--- src/rtl/spi_fb_pkg.sv ---
// Package: shared state encoding for the SPI segmented frame builder.
// Assumes: one sequencer instance owns the encoding.
package spi_fb_pkg;

    typedef enum logic [2:0] {
        ST_IDLE,
        ST_CHECK,
        ST_FILL,
        ST_PACK,
        ST_OFFER,
        ST_WAIT,
        ST_UNPACK,
        ST_DONE
    } fb_state_e;

endpackage

--- src/rtl/spi_fb_byte_fifo.sv ---
// Module: byte-wide synchronous FIFO with first-word-fall-through head.
// Assumes: a push while full and a pop while empty are ignored; the caller
// gates them and derives its own error flags.
module spi_fb_byte_fifo #(
    parameter int DEPTH = 16,
    localparam int AW    = (DEPTH > 1) ? $clog2(DEPTH) : 1,
    localparam int LVL_W = $clog2(DEPTH + 1)
) (
    input  logic             clk,
    input  logic             rst_n,
    input  logic             push,
    input  logic [7:0]       push_data,
    input  logic             pop,
    output logic [7:0]       head,
    output logic             full,
    output logic             empty,
    output logic [LVL_W-1:0] level
);

    logic [7:0]    mem [DEPTH];
    logic [AW-1:0] wr_ptr;
    logic [AW-1:0] rd_ptr;
    logic          do_push;
    logic          do_pop;

    assign full    = (level == LVL_W'(DEPTH));
    assign empty   = (level == '0);
    assign do_push = push && !full;
    assign do_pop  = pop && !empty;
    assign head    = mem[rd_ptr];

    // Storage write, no reset needed for data.
    always_ff @(posedge clk) begin
        if (do_push) begin
            mem[wr_ptr] <= push_data;
        end
    end

    // Pointer and occupancy bookkeeping with wrap at DEPTH.
    always_ff @(posedge clk) begin
        if (!rst_n) begin
            wr_ptr <= '0;
            rd_ptr <= '0;
            level  <= '0;
        end else begin
            if (do_push) begin
                wr_ptr <= (wr_ptr == AW'(DEPTH - 1)) ? '0 : wr_ptr + 1'b1;
            end
            if (do_pop) begin
                rd_ptr <= (rd_ptr == AW'(DEPTH - 1)) ? '0 : rd_ptr + 1'b1;
            end
            case ({do_push, do_pop})
                2'b10:   level <= level + 1'b1;
                2'b01:   level <= level - 1'b1;
                default: level <= level;
            endcase
        end
    end

endmodule

--- src/rtl/spi_fb_seg_plan.sv ---
// Module: clamps the two segment byte counts against the size limit chosen
// by the ECC mode and derives the lengths the sequencer uses.
// Assumes: purely combinational; inputs are already captured for the frame.
module spi_fb_seg_plan #(
    parameter int CNT_W     = 4,
    parameter int TDR_BYTES = 8
) (
    input  logic [1:0]       ecc_mode,
    input  logic             n1_en,
    input  logic             n2_en,
    input  logic             n1_tx,
    input  logic [CNT_W-1:0] n1_req,
    input  logic [CNT_W-1:0] n2_req,
    output logic [CNT_W-1:0] n1_len,
    output logic [CNT_W-1:0] n2_len,
    output logic [CNT_W-1:0] n1_tx_len,
    output logic [CNT_W:0]   total_len,
    output logic             size_err
);

    logic [CNT_W-1:0] limit;
    logic             en_a   [2];
    logic [CNT_W-1:0] req_a  [2];
    logic [CNT_W-1:0] len_a  [2];
    logic [1:0]       over_a;

    // Size limit: one extra byte when ECC mode is 0 or 2.
    always_comb begin
        if (ecc_mode == 2'd0 || ecc_mode == 2'd2) begin
            limit = CNT_W'(TDR_BYTES + 1);
        end else begin
            limit = CNT_W'(TDR_BYTES);
        end
    end

    assign en_a[0]  = n1_en;
    assign en_a[1]  = n2_en;
    assign req_a[0] = n1_req;
    assign req_a[1] = n2_req;

    for (genvar s = 0; s < 2; s++) begin : g_seg
        // Per-segment clamp; disabled segments contribute no bytes.
        assign over_a[s] = en_a[s] && (req_a[s] > limit);
        assign len_a[s]  = !en_a[s] ? '0 : (over_a[s] ? limit : req_a[s]);
    end

    assign n1_len    = len_a[0];
    assign n2_len    = len_a[1];
    assign n1_tx_len = n1_tx ? len_a[0] : '0;
    assign total_len = {1'b0, len_a[0]} + {1'b0, len_a[1]};
    assign size_err  = |over_a;

endmodule

--- src/rtl/spi_fb_byte_src.sv ---
// Module: selects the payload byte at a given frame position: a TDR byte
// for transmitting positions inside the register, 0xFF filler otherwise.
// Assumes: TDR byte 0 is the most significant byte of the register image.
module spi_fb_byte_src #(
    parameter int CNT_W     = 4,
    parameter int TDR_BYTES = 8,
    localparam int IDX_W    = CNT_W + 1,
    localparam int OW       = CNT_W + 2,
    localparam int DW       = 8 * TDR_BYTES
) (
    input  logic [IDX_W-1:0] idx,
    input  logic [CNT_W-1:0] n1_len,
    input  logic [CNT_W-1:0] n1_tx_len,
    input  logic             n1_tx,
    input  logic             n2_tx,
    input  logic [DW-1:0]    tdr,
    output logic [7:0]       byte_o
);

    logic [OW-1:0] off;
    logic          take;
    logic [DW-1:0] shifted;

    // Map frame position to TDR offset and decide whether data is taken.
    always_comb begin
        if (OW'(idx) < OW'(n1_len)) begin
            off  = OW'(idx);
            take = n1_tx;
        end else begin
            off  = OW'(n1_tx_len) + (OW'(idx) - OW'(n1_len));
            take = n2_tx;
        end
        shifted = '0;
        byte_o  = 8'hFF;
        if (take && (off < OW'(TDR_BYTES))) begin
            shifted = tdr >> (8 * (TDR_BYTES - 1 - int'(off)));
            byte_o  = shifted[7:0];
        end
    end

endmodule

--- src/rtl/spi_frame_builder.sv ---
// Module: SPI segmented frame builder. Captures segment settings and the
// TDR image at start, decides between halting and sending, fills the
// transmit FIFO byte by byte, packs words MSB-first for the shifter and
// unpacks returned words into the receive FIFO.
// Assumes: the shifter answers every accepted word with exactly one
// rsp_valid strobe; start is ignored while a frame is in progress.
module spi_frame_builder
    import spi_fb_pkg::*;
#(
    parameter int TDR_BYTES  = 8,
    parameter int FIFO_DEPTH = 16,
    parameter int MAX_XFER   = 4,
    parameter int CNT_W      = 4,
    localparam int XL_W      = $clog2(MAX_XFER + 1),
    localparam int WORD_W    = 8 * MAX_XFER,
    localparam int DW        = 8 * TDR_BYTES,
    localparam int LVL_W     = $clog2(FIFO_DEPTH + 1)
) (
    input  logic              clk,
    input  logic              rst_n,
    input  logic              start,
    input  logic [XL_W-1:0]   xfer_len,
    input  logic [1:0]        ecc_mode,
    input  logic              n1_en,
    input  logic [CNT_W-1:0]  n1_cnt,
    input  logic              n1_tx,
    input  logic              n1_rx,
    input  logic              n2_en,
    input  logic [CNT_W-1:0]  n2_cnt,
    input  logic              n2_tx,
    input  logic              n2_rx,
    input  logic [DW-1:0]     tdr,
    input  logic              tdr_full,
    input  logic              rdr_full,
    output logic              sh_valid,
    input  logic              sh_ready,
    output logic [WORD_W-1:0] sh_word,
    input  logic              rsp_valid,
    input  logic [WORD_W-1:0] rsp_word,
    input  logic              rx_pop,
    output logic [7:0]        rx_data,
    output logic [LVL_W-1:0]  rx_level,
    output logic              busy,
    output logic              done,
    output logic              halt,
    output logic              tdr_clr,
    output logic              underrun,
    output logic              size_err,
    output logic              tx_ovf,
    output logic              rx_ovf
);

    localparam int IDX_W = CNT_W + 1;
    localparam int PW    = $clog2(FIFO_DEPTH + MAX_XFER + 1) + 1;

    fb_state_e         state;
    logic              n1_en_q, n1_tx_q, n1_rx_q;
    logic              n2_en_q, n2_tx_q, n2_rx_q;
    logic [CNT_W-1:0]  n1_cnt_q, n2_cnt_q;
    logic [1:0]        ecc_q;
    logic [DW-1:0]     tdr_q;
    logic [XL_W-1:0]   xlen_q;
    logic [XL_W-1:0]   xlen_eff;
    logic [IDX_W-1:0]  fill_idx;
    logic [LVL_W-1:0]  pay_len;
    logic [PW-1:0]     base;
    logic [XL_W-1:0]   k;
    logic [WORD_W-1:0] word_q;
    logic [WORD_W-1:0] rsp_q;
    logic [WORD_W-1:0] rsp_sh;
    logic              done_q, halt_q, clr_q;
    logic              und_q, size_q, txovf_q, rxovf_q;

    logic [CNT_W-1:0]  n1_len, n2_len, n1_tx_len;
    logic [CNT_W:0]    total_len;
    logic              plan_size_err;
    logic [7:0]        src_byte;

    logic              tx_push, tx_pop, tx_full, tx_empty;
    logic [7:0]        tx_head;
    logic [LVL_W-1:0]  tx_level;
    logic              rx_push, rx_full, rx_empty;

    logic              need_underrun, need_wait;
    logic              fill_end, in_range, unpack_end, last_k;
    logic [7:0]        pack_byte, rsp_byte;

    spi_fb_seg_plan #(.CNT_W(CNT_W), .TDR_BYTES(TDR_BYTES)) u_plan (
        .ecc_mode (ecc_q),
        .n1_en    (n1_en_q),
        .n2_en    (n2_en_q),
        .n1_tx    (n1_tx_q),
        .n1_req   (n1_cnt_q),
        .n2_req   (n2_cnt_q),
        .n1_len   (n1_len),
        .n2_len   (n2_len),
        .n1_tx_len(n1_tx_len),
        .total_len(total_len),
        .size_err (plan_size_err)
    );

    spi_fb_byte_src #(.CNT_W(CNT_W), .TDR_BYTES(TDR_BYTES)) u_src (
        .idx      (fill_idx),
        .n1_len   (n1_len),
        .n1_tx_len(n1_tx_len),
        .n1_tx    (n1_tx_q),
        .n2_tx    (n2_tx_q),
        .tdr      (tdr_q),
        .byte_o   (src_byte)
    );

    spi_fb_byte_fifo #(.DEPTH(FIFO_DEPTH)) u_txq (
        .clk      (clk),
        .rst_n    (rst_n),
        .push     (tx_push),
        .push_data(src_byte),
        .pop      (tx_pop),
        .head     (tx_head),
        .full     (tx_full),
        .empty    (tx_empty),
        .level    (tx_level)
    );

    spi_fb_byte_fifo #(.DEPTH(FIFO_DEPTH)) u_rxq (
        .clk      (clk),
        .rst_n    (rst_n),
        .push     (rx_push),
        .push_data(rsp_byte),
        .pop      (rx_pop),
        .head     (rx_data),
        .full     (rx_full),
        .empty    (rx_empty),
        .level    (rx_level)
    );

    // Saturate the requested word length into 1..MAX_XFER.
    always_comb begin
        if (xfer_len == '0) begin
            xlen_eff = XL_W'(1);
        end else if (xfer_len > XL_W'(MAX_XFER)) begin
            xlen_eff = XL_W'(MAX_XFER);
        end else begin
            xlen_eff = xfer_len;
        end
    end

    // Frame admission: underrun on a transmitting N1, wait on a full RDR.
    assign need_underrun = n1_tx_q && (n1_len != '0) && !tdr_full;
    assign need_wait     = rdr_full && ((n1_rx_q && (n1_len != '0)) ||
                                        (n2_rx_q && (n2_len != '0)));

    // Datapath strobes derived from the current state.
    assign fill_end   = (IDX_W'(fill_idx) == IDX_W'(total_len)) || tx_full;
    assign tx_push    = (state == ST_FILL) && !fill_end;
    assign in_range   = (base + PW'(k)) < PW'(pay_len);
    assign tx_pop     = (state == ST_PACK) && in_range && !tx_empty;
    assign pack_byte  = tx_pop ? tx_head : 8'h00;
    assign last_k     = (k == xlen_q - 1'b1);
    assign rx_push    = (state == ST_UNPACK) && in_range && !rx_full;
    assign unpack_end = last_k || !in_range || rx_full;

    // Select the response byte at position k, most significant first.
    always_comb begin
        rsp_sh   = rsp_q >> (8 * (int'(xlen_q) - 1 - int'(k)));
        rsp_byte = rsp_sh[7:0];
    end

    // Sequencer: admission, fill, pack, handshake, unpack, completion.
    always_ff @(posedge clk) begin
        if (!rst_n) begin
            state    <= ST_IDLE;
            n1_en_q  <= 1'b0;
            n1_tx_q  <= 1'b0;
            n1_rx_q  <= 1'b0;
            n2_en_q  <= 1'b0;
            n2_tx_q  <= 1'b0;
            n2_rx_q  <= 1'b0;
            n1_cnt_q <= '0;
            n2_cnt_q <= '0;
            ecc_q    <= '0;
            tdr_q    <= '0;
            xlen_q   <= XL_W'(1);
            fill_idx <= '0;
            pay_len  <= '0;
            base     <= '0;
            k        <= '0;
            word_q   <= '0;
            rsp_q    <= '0;
            done_q   <= 1'b0;
            halt_q   <= 1'b0;
            clr_q    <= 1'b0;
            und_q    <= 1'b0;
            size_q   <= 1'b0;
            txovf_q  <= 1'b0;
            rxovf_q  <= 1'b0;
        end else begin
            done_q <= 1'b0;
            halt_q <= 1'b0;
            clr_q  <= 1'b0;
            unique case (state)
                ST_IDLE: begin
                    if (start) begin
                        n1_en_q  <= n1_en;
                        n1_tx_q  <= n1_tx;
                        n1_rx_q  <= n1_rx;
                        n2_en_q  <= n2_en;
                        n2_tx_q  <= n2_tx;
                        n2_rx_q  <= n2_rx;
                        n1_cnt_q <= n1_cnt;
                        n2_cnt_q <= n2_cnt;
                        ecc_q    <= ecc_mode;
                        tdr_q    <= tdr;
                        xlen_q   <= xlen_eff;
                        und_q    <= 1'b0;
                        size_q   <= 1'b0;
                        txovf_q  <= 1'b0;
                        rxovf_q  <= 1'b0;
                        state    <= ST_CHECK;
                    end
                end
                ST_CHECK: begin
                    size_q <= plan_size_err;
                    if (need_underrun) begin
                        und_q  <= 1'b1;
                        halt_q <= 1'b1;
                        state  <= ST_IDLE;
                    end else if (need_wait) begin
                        halt_q <= 1'b1;
                        state  <= ST_IDLE;
                    end else begin
                        fill_idx <= '0;
                        state    <= ST_FILL;
                    end
                end
                ST_FILL: begin
                    if (fill_end) begin
                        if (IDX_W'(fill_idx) != IDX_W'(total_len)) begin
                            txovf_q <= 1'b1;
                        end
                        pay_len <= tx_level;
                        base    <= '0;
                        k       <= '0;
                        word_q  <= '0;
                        state   <= (tx_level == '0) ? ST_DONE : ST_PACK;
                    end else begin
                        fill_idx <= fill_idx + 1'b1;
                    end
                end
                ST_PACK: begin
                    word_q <= {word_q[WORD_W-9:0], pack_byte};
                    if (last_k) begin
                        k     <= '0;
                        state <= ST_OFFER;
                    end else begin
                        k <= k + 1'b1;
                    end
                end
                ST_OFFER: begin
                    if (sh_ready) begin
                        state <= ST_WAIT;
                    end
                end
                ST_WAIT: begin
                    if (rsp_valid) begin
                        rsp_q <= rsp_word;
                        k     <= '0;
                        state <= ST_UNPACK;
                    end
                end
                ST_UNPACK: begin
                    if (in_range && rx_full) begin
                        rxovf_q <= 1'b1;
                    end
                    if (unpack_end) begin
                        base   <= base + PW'(xlen_q);
                        k      <= '0;
                        word_q <= '0;
                        state  <= ((base + PW'(xlen_q)) < PW'(pay_len)) ? ST_PACK : ST_DONE;
                    end else begin
                        k <= k + 1'b1;
                    end
                end
                ST_DONE: begin
                    done_q <= 1'b1;
                    clr_q  <= n2_en_q && n2_tx_q && tdr_full;
                    state  <= ST_IDLE;
                end
                default: state <= ST_IDLE;
            endcase
        end
    end

    assign sh_valid = (state == ST_OFFER);
    assign sh_word  = word_q;
    assign busy     = (state != ST_IDLE);
    assign done     = done_q;
    assign halt     = halt_q;
    assign tdr_clr  = clr_q;
    assign underrun = und_q;
    assign size_err = size_q;
    assign tx_ovf   = txovf_q;
    assign rx_ovf   = rxovf_q;

endmodule

--- config.mk ---
export PLATFORM = sky130hd
export DESIGN_NAME = spi_frame_builder
export DESIGN_NICKNAME = d
export VERILOG_FILES = /design/src/rtl/spi_fb_pkg.sv /design/src/rtl/spi_fb_byte_fifo.sv /design/src/rtl/spi_fb_seg_plan.sv /design/src/rtl/spi_fb_byte_src.sv /design/src/rtl/spi_frame_builder.sv
export SDC_FILE = /design/constraint.sdc
export NUM_CORES = 1
export LEC_CHECK = 0
export ABC_AREA = 1
export ABC_CLOCK_PERIOD_IN_PS = 4700
export BUFFER_PORTS_ARGS = -buffer_cell sky130_fd_sc_hd__buf_2
export CORE_MARGIN = 5
export CORE_UTILIZATION = 40
export CTS_CLUSTER_DIAMETER = 80
export DETAILED_ROUTE_END_ITERATION = 7
export PLACE_DENSITY = 0.62
export SKIP_CTS_REPAIR_TIMING = 1
export SYNTH_ARGS = -nofsm -noshare
export SYNTH_HDL_FRONTEND = slang
export SYNTH_SLANG_ARGS = --single-unit
--- constraint.sdc ---
create_clock -name clk -period 4.7 [get_ports clk]
set_input_delay 0.94 -clock clk [delete_from_list [all_inputs] [get_ports clk]]
set_output_delay 0.94 -clock clk [all_outputs]
set_load 0.03 [all_outputs]
Word-level counts from Yosys, hierarchy flattened
Memories as Yosys holds them, arrays and structs flattened. A register that Yosys moved wholly into a read port is not among the register bits.
Cells that the tools add are included.
- reductions and logical operators: 64
- mux-type cells: 64
- shifts and indexed selects: 2
- $add $sub $neg: 19
- magnitude comparators: 7
- equal/unequal tests: 33
- operators with widths (kind ; count):
    $pmux 32 s3 ; 1
    $mux 32 ; 2
    $shr 64x32->8 ; 1
    $mux 4 ; 13
    $mux 3 ; 14
    $shr 32x32->8 ; 1
    $pmux 5 s2 ; 3
    $pmux 3 s8 ; 1
    $logic_and 1x1->1 ; 20
    $mux 6 ; 3
    $ne 2x2->1 const B ; 9
    $add 4x1->4 const B ; 4
    $eq 4x4->1 const B ; 4
    $mux 8 ; 2
    $add 5x1->5 const B ; 3
    $mux 5 ; 3
    $reduce_and 3->1 ; 5
    $mux 1 ; 14
    $reduce_bool 2->1 ; 7
    $add 6x3->6 ; 2
    $eq 3x3->1 const B ; 4
    $lt 6x5->1 ; 2
    $pmux 3 s4 ; 1
    $pmux 6 s2 ; 1
    other kinds (35) ; 69
- word-level logic and storage cells: 222
- memories kept: 2
- output and inout port bits: 54
- input port bits: 123
- bits in writable memories: 256
- bits in registers: 202
- memories (memory ; depth ; bits a word ; read ports ; clocked after Yosys merged registers in ; wr ports ; line ; text):
    u_rxq.mem ; 16 ; 8 ; 1 ; 1 ; 1 ; spi_fb_byte_fifo.sv:20 ; logic [7:0] mem [DEPTH];
    u_txq.mem ; 16 ; 8 ; 1 ; 1 ; 1 ; spi_fb_byte_fifo.sv:20 ;

Longest topological paths before layout
Gate-level depths: netlist (run 1).
- depth after elaboration: 15
- gate-level depth with buffers: 33

Cells and area by module
From an unflattened synthesis (run 1), not the netlist that was laid out.
- cell total of the unflattened synthesis: 2532
- area total of the unflattened synthesis: 22215.1 um^2
- modules (own cells, without submodules) (module ; cells each ; instances ; area each (um^2)):
    spi_frame_builder ; 1089 ; 1 ; 7927.6
    spi_fb_byte_fifo (u_txq) ; 551 ; 1 ; 6234.7
    spi_fb_byte_fifo (u_rxq) ; 549 ; 1 ; 6222.2
    spi_fb_byte_src ; 288 ; 1 ; 1503.9
    spi_fb_seg_plan ; 55 ; 1 ; 326.6

Worst setup path before layout (run 1)
Ideal clock, no wire load.
- kind: register to register
- from: register ecc_q[0]
- to: register u_txq.level[4]
- arrival time: 3886 ps
- required time: 4630 ps
- path slack: 745 ps
- path buffers: 1
- stages on the path, launching flop included: 27
- path through: dfxtp_1 inv_1 ha_1 nor2_1 o21ai_0 nand3_1 o21ai_0 ha_1 inv_1 fa_1 xnor2_1 a21oi_1 nand3_1 nor2_1 nand2_1 nand3_2 buf_2 ha_1 inv_1 fa_1 inv_1 a31oi_1 inv_1 o21ai_0 a21oi_1 o21ai_0 a21oi_1
- cells in the longest elaborated chain, start to end: 15
- elaborated cells between the ends (all ways): 22
- classes of those cells: 1 x add/sub; 2 x order compare; 4 x eq/ne; 6 x mux; 9 x reduce/logical
- RTL lines (what ; line ; text):
    from (decl) ; spi_frame_builder.sv:60 ; logic [1:0] ecc_q;
    from (signal assigned) ; spi_frame_builder.sv:211 ; ecc_q <= ecc_mode;
    $eq 2x2->1 / $logic_not 2->1 (equally long branches) ; spi_fb_seg_plan.sv:29 ; if (ecc_mode == 2'd0 || ecc_mode == 2'd2) begin
    $logic_or 1x1->1 (*) ; spi_fb_seg_plan.sv:29 ;
    $mux 1 (*) ; spi_fb_seg_plan.sv:29 ;
    $gt 4x4->1 ; spi_fb_seg_plan.sv:43 ; assign over_a[s] = en_a[s] && (req_a[s] > limit);
    $logic_and 1x1->1 ; spi_fb_seg_plan.sv:43 ;
    $mux 4 (2 in a row) ; spi_fb_seg_plan.sv:44 ; assign len_a[s] = !en_a[s] ? '0 : (over_a[s] ? limit : req_a[s]);
    $add 4x4->5 (*) ; spi_fb_seg_plan.sv:50 ; assign total_len = {1'b0, len_a[0]} + {1'b0, len_a[1]};
    $eq 5x5->1 (*) ; spi_frame_builder.sv:153 ; assign fill_end = (IDX_W'(fill_idx) == IDX_W'(total_len)) || tx_full;
    $logic_or 1x1->1 (*) ; spi_frame_builder.sv:153 ;
    $logic_not 1->1 (*) ; spi_frame_builder.sv:154 ; assign tx_push = (state == ST_FILL) && !fill_end;
    $logic_and 1x1->1 (*) ; spi_frame_builder.sv:154 ;
    $logic_and 1x1->1 (*) ; spi_fb_byte_fifo.sv:28 ; assign do_push = push && !full;
    $eq 2x1->1 / $eq 2x2->1 (equally long branches) ; spi_fb_byte_fifo.sv:52 ; case ({do_push, do_pop})
    $pmux 5 s2 / $reduce_bool 2->1 (equally long branches) ; -- ;
    to (signal assigned) ; spi_fb_byte_fifo.sv:53 ; 2'b10: level <= level + 1'b1;
    to (signal assigned) ; spi_fb_byte_fifo.sv:54 ; 2'b01: level <= level - 1'b1;
    to (signal assigned) ; spi_fb_byte_fifo.sv:55 ; default: level <= level;
    to (decl) ; spi_fb_byte_fifo.sv:17 ; output logic [LVL_W-1:0] level
Every way passes the cells marked *; elsewhere a longest branch is shown, timed or not.
A chain may end at the register's enable or synchronous reset.

Final worst setup path (run 1)
- from: register ecc_q[0]
- to: memory u_txq.mem[7][4], data pin
- cells in the longest elaborated chain, start to end: 13
- elaborated cells between the ends (all ways): 19
- classes of those cells: 3 x add/sub; 3 x order compare; 1 x eq/ne; 1 x shift; 7 x mux; 4 x reduce/logical
- RTL lines (what ; line ; text):
    $eq 2x2->1 / $logic_not 2->1 (equally long branches) ; spi_fb_seg_plan.sv:29 ;
    $logic_or 1x1->1 (*) ; spi_fb_seg_plan.sv:29 ;
    $mux 1 (*) ; spi_fb_seg_plan.sv:29 ;
    $gt 4x4->1 ; spi_fb_seg_plan.sv:43 ;
    $logic_and 1x1->1 ; spi_fb_seg_plan.sv:43 ;
    $mux 4 (*) (2 in a row) ; spi_fb_seg_plan.sv:44 ;
    $sub 5x4->6 / $mux 4 (equally long branches) ; spi_fb_byte_src.sv:30, spi_fb_seg_plan.sv:49 ;
    $add 4x6->6 ; spi_fb_byte_src.sv:30 ; off = OW'(n1_tx_len) + (OW'(idx) - OW'(n1_len));
    $mux 6 ; spi_fb_byte_src.sv:26 ; if (OW'(idx) < OW'(n1_len)) begin
    $sub 3x6->7 / $lt 6x4->1 (equally long branches) ; spi_fb_byte_src.sv:36, spi_fb_byte_src.sv:35 ;
    $shr 64x32->8 / $logic_and 1x1->1 (equally long branches) ; spi_fb_byte_src.sv:36, spi_fb_byte_src.sv:35 ;
    $mux 8 (*) ; spi_fb_byte_src.sv:35 ; if (take && (off < OW'(TDR_BYTES))) begin
    via src_byte[4] ; spi_frame_builder.sv:77 ; logic [7:0] src_byte;
    to (decl) ; spi_fb_byte_fifo.sv:20 ;
Mark *: on every way through the listed nets, which the timed path passes. The rest lies on a longest branch.

==> results of run 1 <==
## flip-flops by register name, summed over array words and instances (netlist names), 5 cells and up, named ones only
register,cells
rsp_q,32
u_txq.mem,128
sh_word,32
base,6
u_txq.level,5
fill_idx,5
pay_len,5
u_rxq.level,5
u_rxq.mem,128
tdr_q,64
## power by group
| part | total [mW] | switching, mW | leakage (nW) | internal, mW |
|---|---|---|---|---|
| sequential | 5.24 | 0.280 | 4.01 | 4.96 |
| clock | 4.01 | 1.58 | 0.808 | 2.43 |
| combinational | 3.72 | 2.54 | 4.57 | 1.18 |
## stage by stage
step | area [um2] | hold WS (ps)
2_1_floorplan | 20670 | 429.2
3_3_place_gp | 22320 | 437.8
3_5_place_dp | 22320 | 447.1
4_1_cts | 24000 | 456.8
5_1_grt | 24000 | 468.8
6_report | 24000 | 450.9
## worst min-delay path, delay by kind of cell, from the launching register on
family / cells / cell delay, ps
buffers and inverters: 1 / 60
AO/OA/AOI/OAI: 1 / 50
flip-flops: 1 / 290
## placed cells by master, fill, tap and decap left out, types with 13 or more instances in the layout
| cell | instances |
|---|---|
| o21ai_0 | 202 |
| nor2_1 | 110 |
| xor2_1 | 20 |
| mux2i_1 | 32 |
| ha_1 | 54 |
| clkbuf_16 | 50 |
| edfxtp_1 | 256 |
| a21oi_1 | 289 |
| buf_2 | 174 |
| nand2_1 | 328 |
| a22oi_1 | 13 |
| dfxtp_1 | 207 |
| o211ai_1 | 41 |
| inv_1 | 228 |
| buf_4 | 52 |
| nand3_1 | 154 |
## layout make-up
type | count | area [um2]
repair buffers | 226 | 1261
flip-flops and latches | 465 | 11880
multi-input cells | 1348 | 7447
clock buffers | 62 | 1316
inverters | 235 | 885.9
clock inverters | 27 | 360.3
well taps | 680 | 850.8
fillers | 4814 | 27300
## path summary, 6_finish.rpt
| check | to | cells after the start | start |
|---|---|---|---|
| max | u_txq.mem[7][4] | 22 | ecc_q[0] |
| min | tdr_q[12] | 2 | tdr_q[12] |
| max reg2reg | u_txq.mem[7][4] | 22 | ecc_q[0] |
| min reg2reg | tdr_q[12] | 2 | tdr_q[12] |
## kinds of logic (layout without fill, tap and decap cells)
kind of cell    count (synthesis)  count (layout)  synth area share
buf+inv                       351             550           0.06573
flops                         465             465            0.5743
mux                            32              32           0.01549
simple gates                  628             628            0.1295
xor+xnor                       28              28           0.01186
fa+ha+maj                      64              64           0.04237
compound gates                596             596            0.1608
## cell usage after synthesis, drive strengths merged (2+ instances only)
cell    number
fa          10
a31oi        4
a21oi      290
o21ai      207
nand2      339
edfxtp     256
a211oi       8
a22oi       13
inv        233
a32o        10
nor2       114
nand3      159
ha          54
o311ai       4
a32oi        3
nor3         5
a221oi       3
buf         26
clkbuf      90
a211o        3
clkinv       2
xor2        20
nand4        3
xnor2        8
dfxtp      209
mux2i       32
or2          3
nor4         2
nand3b       3
o211ai      42
## metal layers
metal | routed length [um] | part of all wire | up-vias | GRT usage
li1 | - | - | 7788 | -
met1 | 23860 | 0.47 | 7373 | 0.2443
met2 | 23160 | 0.45 | 421 | 0.2766
met3 | 2656 | 0.052 | 86 | 0.02750
met4 | 1285 | 0.025 | 0 | 0.05440
met5 | 0 | 0 | - | 0
==> flow_summary_export.csv, run 1 <==
group,metric,value,unit
clocking,cts_root_buf,"clkbuf_16",
drt,wire_per_inst,16.75,um
power_and_ir_drop,power.total,12.96,mW
drt,dr_total_vias,15670,
drt,drc,0,
cells_and_area,antenna_cells,0,
timing,finClkSkew,17.42,ps
logic_synthesis,netlist_area,20670,um2
drt,drtIter0Drc,1171,
cells_and_area,drive_above_1_share,0.1430,
worst_setup_path,cp_num_buf_inv,5,
clocking,clock-sinks,465,
cells_and_area,fin_nets,2512,
timing,final_max_slew_viol_count,0,
clocking,clk_pin_slew,50,ps
clocking,cts.htree.levels,2,
timing,finalHoldViolations,0,
floorplanning,die-area,56330,um2
timing,worst_slack,506.2,ps
power_and_ir_drop,power_leakage,9.382,nW
timing,grt_setup_unrepaired,"false",
logic_synthesis,synthDistinctLibCells,56,
drt,dr.pass1.iters,5,
grt,antenna_found_initial,0,
logic_synthesis,yosysTopAreaCell,"edfxtp_1",
grt,grt_max_degree,94,
worst_setup_path,critPathTopFamily,"adder cells",
clocking,cts_buffer_depth,3,
logic_synthesis,async_flop_share,0,
placement,portBuffers,175,
logic_synthesis,avgSynthCellArea,9.553,um2
cells_and_area,stdcell_count,3043,
placement,place_inst,2954,
worst_setup_path,reg2reg_slack,510,ps
logic_synthesis,syn_inst,2164,
timing,post-route-min-period,4194,ps
placement,post-dp-hpwl,34280,um
logic_synthesis,synth_area_leaders,"edfxtp_1 37%, dfxtp_1 20%, a21oi_1 7.0%",
worst_setup_path,slowest_stage,"fa_1",
floorplanning,coreArea,51300,um2
run_status,status,"completed",
floorplanning,die_w,237.3,um
cells_and_area,area_growth,16.09,%
hold_path,min_path_type,"register to register",
grt,grt_pass1_wl,80070,um
clocking,cts_buffers,49,
timing,fin_crit_sh,0.8923,
drt,vias_per_cell,5.149,
logic_synthesis,ys_ff_latch,465,
placement,routabilityCongestion,0.8374,
grt,globalRouteTotalUtil,0.1732,
timing,setup_viol,0,
worst_setup_path,cp_common_cell,"nand2_1",
logic_synthesis,synth-main-ff-cell,"edfxtp_1",
worst_setup_path,end_kind,"register",
worst_setup_path,arrival,4540,ps
worst_setup_path,crit_required,5050,ps
cells_and_area,utilization,0.4678,
clocking,clk_latency,580,ps
drt,drt_wl_total,50960,um
floorplanning,die_h,237.3,um
floorplanning,initial_utilization,0.4030,
power_and_ir_drop,p_per_area,540.1,nW/um2
logic_synthesis,yosysSeqAreaShare,0.5743,
floorplanning,rows,83,
clocking,cts_tree,"built",
timing,max_freq,238.4,MHz
timing,max_slew_margin,0.2470,
grt,grt_overflow,0,
worst_setup_path,cp-start-kind,"register",
worst_setup_path,path_cells,"inv_1 > ha_1 > inv_1 > nand2_1 > nand2_1 > nand2_4 > nand2_1 > inv_1 > nand2_1 > nor2_1 > fa_1 > inv_1 > fa_1 > o21ai_0 > xor2_1 > nand2_1 > ha_1 > inv_1 > nand2_1 > nor2_4 > nand3_1 > nand2_2",
logic_synthesis,synthesis.nets,2351,
placement,dp_slack,286.5,ps
timing,fin_tns_setup,0,ps
floorplanning,ios,177,
power_and_ir_drop,vdd_drop_max,0.3600,mV
logic_synthesis,synth_enable_flop_cells,256,
worst_setup_path,setup.worst_path.class,"register to register",
worst_setup_path,max_stage_delay,510,ps
logic_synthesis,ys_warn_count,0,
logic_synthesis,synth_top_area_frac,0.3719,
timing,tightest_slew,1128,ps
grt,grt_pass1_vias,15130,
drt,antenna_left,0,
worst_setup_path,crit_path_max_fanout,16,
run,maxCapViolCount,0,
Power figures use the tool's default switching activity.
==> inputs of run 2 (changes only) <==
--- a/config.mk
+++ b/config.mk
@@ -13,4 +13,5 @@
 export CTS_CLUSTER_DIAMETER = 80
 export DETAILED_ROUTE_END_ITERATION = 7
+export GPL_TIMING_DRIVEN = 0
 export PLACE_DENSITY = 0.62
 export SKIP_CTS_REPAIR_TIMING = 1
==> constraint.sdc (replaced) <==
create_clock -name clk -period 4.7 [get_ports clk]
set_input_delay 0.705 -clock clk [delete_from_list [all_inputs] [get_ports clk]]
set_output_delay 0.705 -clock clk [all_outputs]
set_load 0.03 [all_outputs]
==> run 2 against run 1 <==
Critical endpoint is now u_txq.mem[5][5]. Register-to-register slack worse by 180 ps. Flip-flop and latch count unchanged. Clock power down 1%. Via count up 5.6%. Cell count up 2.3%. Wire length up 14%. Largest cell class unchanged.
==> flow_summary_export.csv, run 2 (synthesis results as in run 1) <==
group,metric,value,unit
run_status,status,"completed",
cells_and_area,postLayoutCellArea,24180,um2
worst_setup_path,crit_path_end,"u_txq.mem[5][5]",
timing,finalHoldViolations,0,
timing,max_freq,228.9,MHz
cells_and_area,area_growth,16.95,%
timing,max_slew_margin,0.2971,
run,maxCapViolCount,0,
grt,grt_pass1_wl,89330,um
clocking,cts_root_buf,"clkbuf_16",
worst_setup_path,cp_common_cell,"nand2_1",
floorplanning,ios,177,
worst_setup_path,cp_num_cells,22,
cells_and_area,fin_nets,2580,
placement,post-dp-hpwl,42410,um
drt,drtIter0Drc,1712,
cells_and_area,antenna_cells,0,
worst_setup_path,reg2reg_depth,22,
drt,antenna_left,0,
power_and_ir_drop,power_leakage,9.344,nW
worst_setup_path,r2r_start,"ecc_q[0]",
timing,post-route-min-period,4369,ps
timing,tightest_slew,1054,ps
drt,dr_total_vias,16540,
cells_and_area,drive_above_1_share,0.1339,
worst_setup_path,worstReg2RegEnd,"u_txq.mem[5][5]",
floorplanning,die_h,237.3,um
power_and_ir_drop,p_per_area,547.2,nW/um2
clocking,cts.htree.levels,2,
clocking,clk_latency,590,ps
drt,wire_per_inst,18.74,um
floorplanning,die-area,56330,um2
worst_setup_path,slowest_stage,"fa_1",
clocking,cts_buffers,50,
worst_setup_path,critPathTopFamily,"adder cells",
timing,grt_setup_unrepaired,"false",
power_and_ir_drop,vdd_drop_max,0.2779,mV
worst_setup_path,max_stage_delay,510,ps
drt,drc,0,
timing,fin_crit_sh,0.9296,
drt,dr.pass1.iters,5,
clocking,cts_tree,"built",
worst_setup_path,crit_path_max_fanout,16,
floorplanning,die_w,237.3,um
timing,final_max_slew_viol_count,0,
grt,globalRouteTotalUtil,0.1996,
placement,routabilityCongestion,0.9313,
grt,grt_max_degree,17,
worst_setup_path,setup.worst_path.class,"register to register",
clocking,cts_buffer_depth,3,
placement,place_area,22440,um2
cells_and_area,mostFrequentLayoutCells,"321 x nand2_1, 283 x a21oi_1, 256 x edfxtp_1, 230 x inv_1, 209 x dfxtp_1",
worst_setup_path,cp_num_buf_inv,5,
drt,vias_per_cell,5.311,
cells_and_area,reg.largest.list,"u_rxq.mem (128), u_txq.mem (128), tdr_q (64)",
worst_setup_path,path_cells,"inv_1 > ha_1 > inv_1 > nand2_1 > nand2_1 > nand2_4 > nand2_1 > inv_1 > nand2_1 > nor2_1 > fa_1 > inv_1 > fa_1 > o21ai_0 > xor2_1 > nand2_1 > ha_1 > inv_1 > nand2_1 > nor2_4 > nand3_1 > nand2_2",
timing,setup_viol,0,
worst_setup_path,cp-start-kind,"register",
drt,drt_wl_total,58350,um
worst_setup_path,critPathLaunch,"ecc_q[0]",
worst_setup_path,crit_required,5050,ps
worst_setup_path,end_kind,"register",
floorplanning,coreArea,51300,um2
grt,grt_pass1_vias,15850,
hold_path,min_path_type,"input port to register",
floorplanning,rows,83,
floorplanning,initial_utilization,0.4030,
cells_and_area,final_common_cell,"nand2_1",
grt,grt_overflow,0,
cells_and_area,utilization,0.4712,
grt,antenna_found_initial,2,
clocking,clk_pin_slew,60,ps
worst_setup_path,reg2reg_slack,330,ps
clocking,clock-sinks,465,
worst_setup_path,arrival,4720,ps
timing,finClkSkew,14.57,ps
placement,portBuffers,174,
run 2: how the worst min path moves through the flow:
stage	from	to	slack [ps]	depth (start not counted)
finish	n1_cnt[1]	n1_cnt_q[1]	340	3
floorplan	rsp_q[0]	rsp_q[0]	430	2
CTS	n1_cnt[1]	n1_cnt_q[1]	320	3
global placement	tx_ovf	tx_ovf	440	2
detailed placement	tx_ovf	tx_ovf	450	2
global route	n1_cnt[1]	n1_cnt_q[1]	350	3
run 2: routing by layer:
metal	track usage	up-vias	wire length (um)
met1	0.2742	7947	25530
met3	0.03063	93	3994
met2	0.3301	555	27290
li1	-	7945	-
met4	0.05825	0	1536
met5	0	-	0
run 2: power by group:
part	internal [mW]	switching, mW	leakage [nW]
sequential	4.96	0.179	4.00
clock	2.34	1.64	0.804
combinational	1.21	2.90	4.54
total	8.51	4.72	9.34
run 2: layout make-up:
cell class	count	area, um2
fill	4826	27130
sequential	465	11870
multi-input combinational	1348	7526
clock buffer	65	1369
timing repair buffer	177	904.6
inverter	235	883.3
tap	680	850.8
buffer	116	481.7
clock inverter	28	289.0
run 2: metrics by stage:
step | worst slack, ps | hold WS, ps | power (mW) | cells | TNS, ps
2_1_floorplan | 744.7 | 429.2 | 7.891 | 2164 | 0
3_3_place_gp | 68.15 | 441.3 | 9.113 | 3018 | 0
3_5_place_dp | 14.68 | 445.6 | 9.237 | 3020 | 0
4_1_cts | -9.659 | 318.1 | 13.22 | 3113 | -9.659
5_1_grt | 7.989 | 348.3 | 13.94 | 3114 | 0
6_report | 330.7 | 339.6 | 13.23 | 3114 | 0
run 2: worst register-to-register path, cell delays in order (launching register included):
cell and delay [ps]:
dfxtp_1 350, inv_1 80, ha_1 270, inv_1 50, nand2_1 40, nand2_1 110, nand2_4 70, nand2_1 60
inv_1 50, nand2_1 200, nor2_1 90, fa_1 510, inv_1 80, fa_1 470, o21ai_0 270, xor2_1 170
nand2_1 120, ha_1 310, inv_1 50, nand2_1 70, nor2_4 230, nand3_1 150, nand2_2 340
==> inputs of run 3 (changes only) <==
- SYNTH_HIERARCHICAL: not set -> 1
==> run 3 against run 2 <==
Core utilization down 0.16 points. Die area rose by 7.0%. Global-route usage is 0.097 points lower. Via count rose by 8.0%. Critical path depth is 10 higher. Critical endpoint is now u_txq/level[2]. Largest cell class unchanged.
==> flow_summary_export.csv, run 3 <==
group,metric,value,unit
worst_setup_path,cp_common_cell,"inv_1",
timing,fin_tns_setup,0,ps
logic_synthesis,netlist_area,22180,um2
timing,setup_viol,0,
drt,wire_per_inst,17.35,um
grt,globalRouteTotalUtil,0.1986,
clocking,cts_tree,"built",
cells_and_area,utilization,0.4696,
clocking,cts_root_buf,"clkbuf_16",
logic_synthesis,ys_warn_count,6,
power_and_ir_drop,p_per_area,592.6,nW/um2
cells_and_area,final_common_cell,"nand2_1",
grt,grt_pass1_vias,17180,
placement,portBuffers,174,
floorplanning,coreArea,54990,um2
clocking,cts_buffers,51,
clocking,cts.htree.levels,2,
worst_setup_path,setup.worst_path.class,"register to register",
worst_setup_path,end_kind,"register",
clocking,clk_latency,610,ps
clocking,clock-sinks,465,
worst_setup_path,slowest_stage,"fa_1",
drt,drc,0,
placement,place_inst,3451,
drt,dr_total_vias,17860,
worst_setup_path,max_stage_delay,430,ps
timing,max_freq,229.1,MHz
timing,tightest_slew,1133,ps
worst_setup_path,arrival,4860,ps
grt,grt_overflow,0,
grt,antenna_found_initial,0,
clocking,clk_pin_slew,60,ps
timing,post-route-min-period,4365,ps
grt,grt_pass1_wl,95100,um
drt,drtIter0Drc,1294,
cells_and_area,antenna_cells,0,
drt,antenna_left,0,
floorplanning,ios,177,
run_status,status,"completed",
worst_setup_path,cp_num_buf_inv,10,
drt,vias_per_cell,5.038,
cells_and_area,area_growth,16.43,%
drt,dr.pass1.iters,6,
power_and_ir_drop,vdd_drop_max,0.3950,mV
run,maxCapViolCount,0,
cells_and_area,drive_above_1_share,0.1591,
placement,routabilityCongestion,0.9019,
logic_synthesis,synthesis.nets,2711,
drt,drt_wl_total,61500,um
timing,max_slew_margin,0.2386,
logic_synthesis,avgSynthCellArea,8.777,um2
timing,grt_setup_unrepaired,"false",
floorplanning,initial_utilization,0.4034,
cells_and_area,mostFrequentLayoutCells,"375 x nand2_1, 353 x inv_1, 277 x nand3_1, 265 x nor2_1, 256 x edfxtp_1",
floorplanning,rows,86,
cells_and_area,fin_nets,2939,
cells_and_area,reg.largest.list,"u_rxq/mem (128), u_txq/mem (128), tdr_q (64)",
timing,final_max_slew_viol_count,0,
placement,post-dp-hpwl,45790,um
timing,finalHoldViolations,0,
floorplanning,die-area,60260,um2
hold_path,min_path_type,"input port to register",
clocking,cts_buffer_depth,3,
timing,fin_crit_sh,0.9287,
logic_synthesis,syn_inst,2527,
placement,place_area,24020,um2
floorplanning,die_h,245.5,um
timing,finClkSkew,27.19,ps
cells_and_area,postLayoutCellArea,25820,um2
worst_setup_path,crit_required,5200,ps
power_and_ir_drop,power_leakage,10.65,nW
worst_setup_path,crit_path_max_fanout,19,
worst_setup_path,cp-start-kind,"register",
worst_setup_path,critPathTopFamily,"adder cells",
grt,grt_max_degree,19,
cells_and_area,stdcell_count,3545,
floorplanning,die_w,245.5,um
[run 3: changes by cell type in the layout (fill, tap and decap cells not counted), sizes merged, moves of 12 or more]
cell    before  now
nor2       114  284
inv        236  371
nand3      159  285
a21oi      290  192
nand2      339  402
buf        203  253
clkbuf     155  117
o211ai      42   75
mux2i       32    0
a22oi       13    1
[run 3: area by class of cell]
type	count	area [um2]
fillers	5260	29160
flip-flops and latches	465	11870
multi-input cells	1565	8315
clock buffers	68	1444
inverters	370	1390
well taps	748	935.9
repair buffers	176	893.4
plain buffers	126	680.7
clock inverters	27	291.5
[run 3: final timing paths]
check,endpoint,cells past startpoint,from,slack [ps]
setup reg to reg,u_txq/level[2],32,ecc_q[0],340
hold reg to reg,rsp_q[21],2,rsp_q[21],460
setup / recovery,u_txq/level[2],32,ecc_q[0],340
hold / removal,tdr_q[59],3,tdr[59],320
[run 3: metrics by stage]
step	power [mW]	hold WS, ps	setup WS [ps]
after global placement	11.09	444.2	85.10
final	15.30	323.8	335.2
after global routing	16.27	318.8	5.574
after CTS	15.35	293.2	-54.61
after floorplan	9.393	424.6	717.3
after detailed placement	11.22	445.5	-27.31
[run 3: worst reg2reg max path: cells and delay by family (launching register included)]
kind,cells,cell delay [ps]
AO/OA/AOI/OAI,1,200
buffers and inverters,10,970
AND/OR/NAND/NOR,14,1140
flip-flops,1,360
adder cells (fa/ha/maj),5,1280
XOR/XNOR,2,320
[run 3: power by group]
group	switching [mW]	internal (mW)	leakage, nW	total [mW]
combinational	4.05	1.76	5.80	5.81
sequential	0.358	5.06	4.00	5.42
clock	1.68	2.40	0.850	4.08
[run 3: per-layer routing]
layer	global-route usage	part of all wire	up-vias
met5	0	0	-
met4	0.06268	0.033	0
met3	0.04978	0.074	124
met2	0.3211	0.45	555
met1	0.2643	0.44	8335
li1	-	-	8844
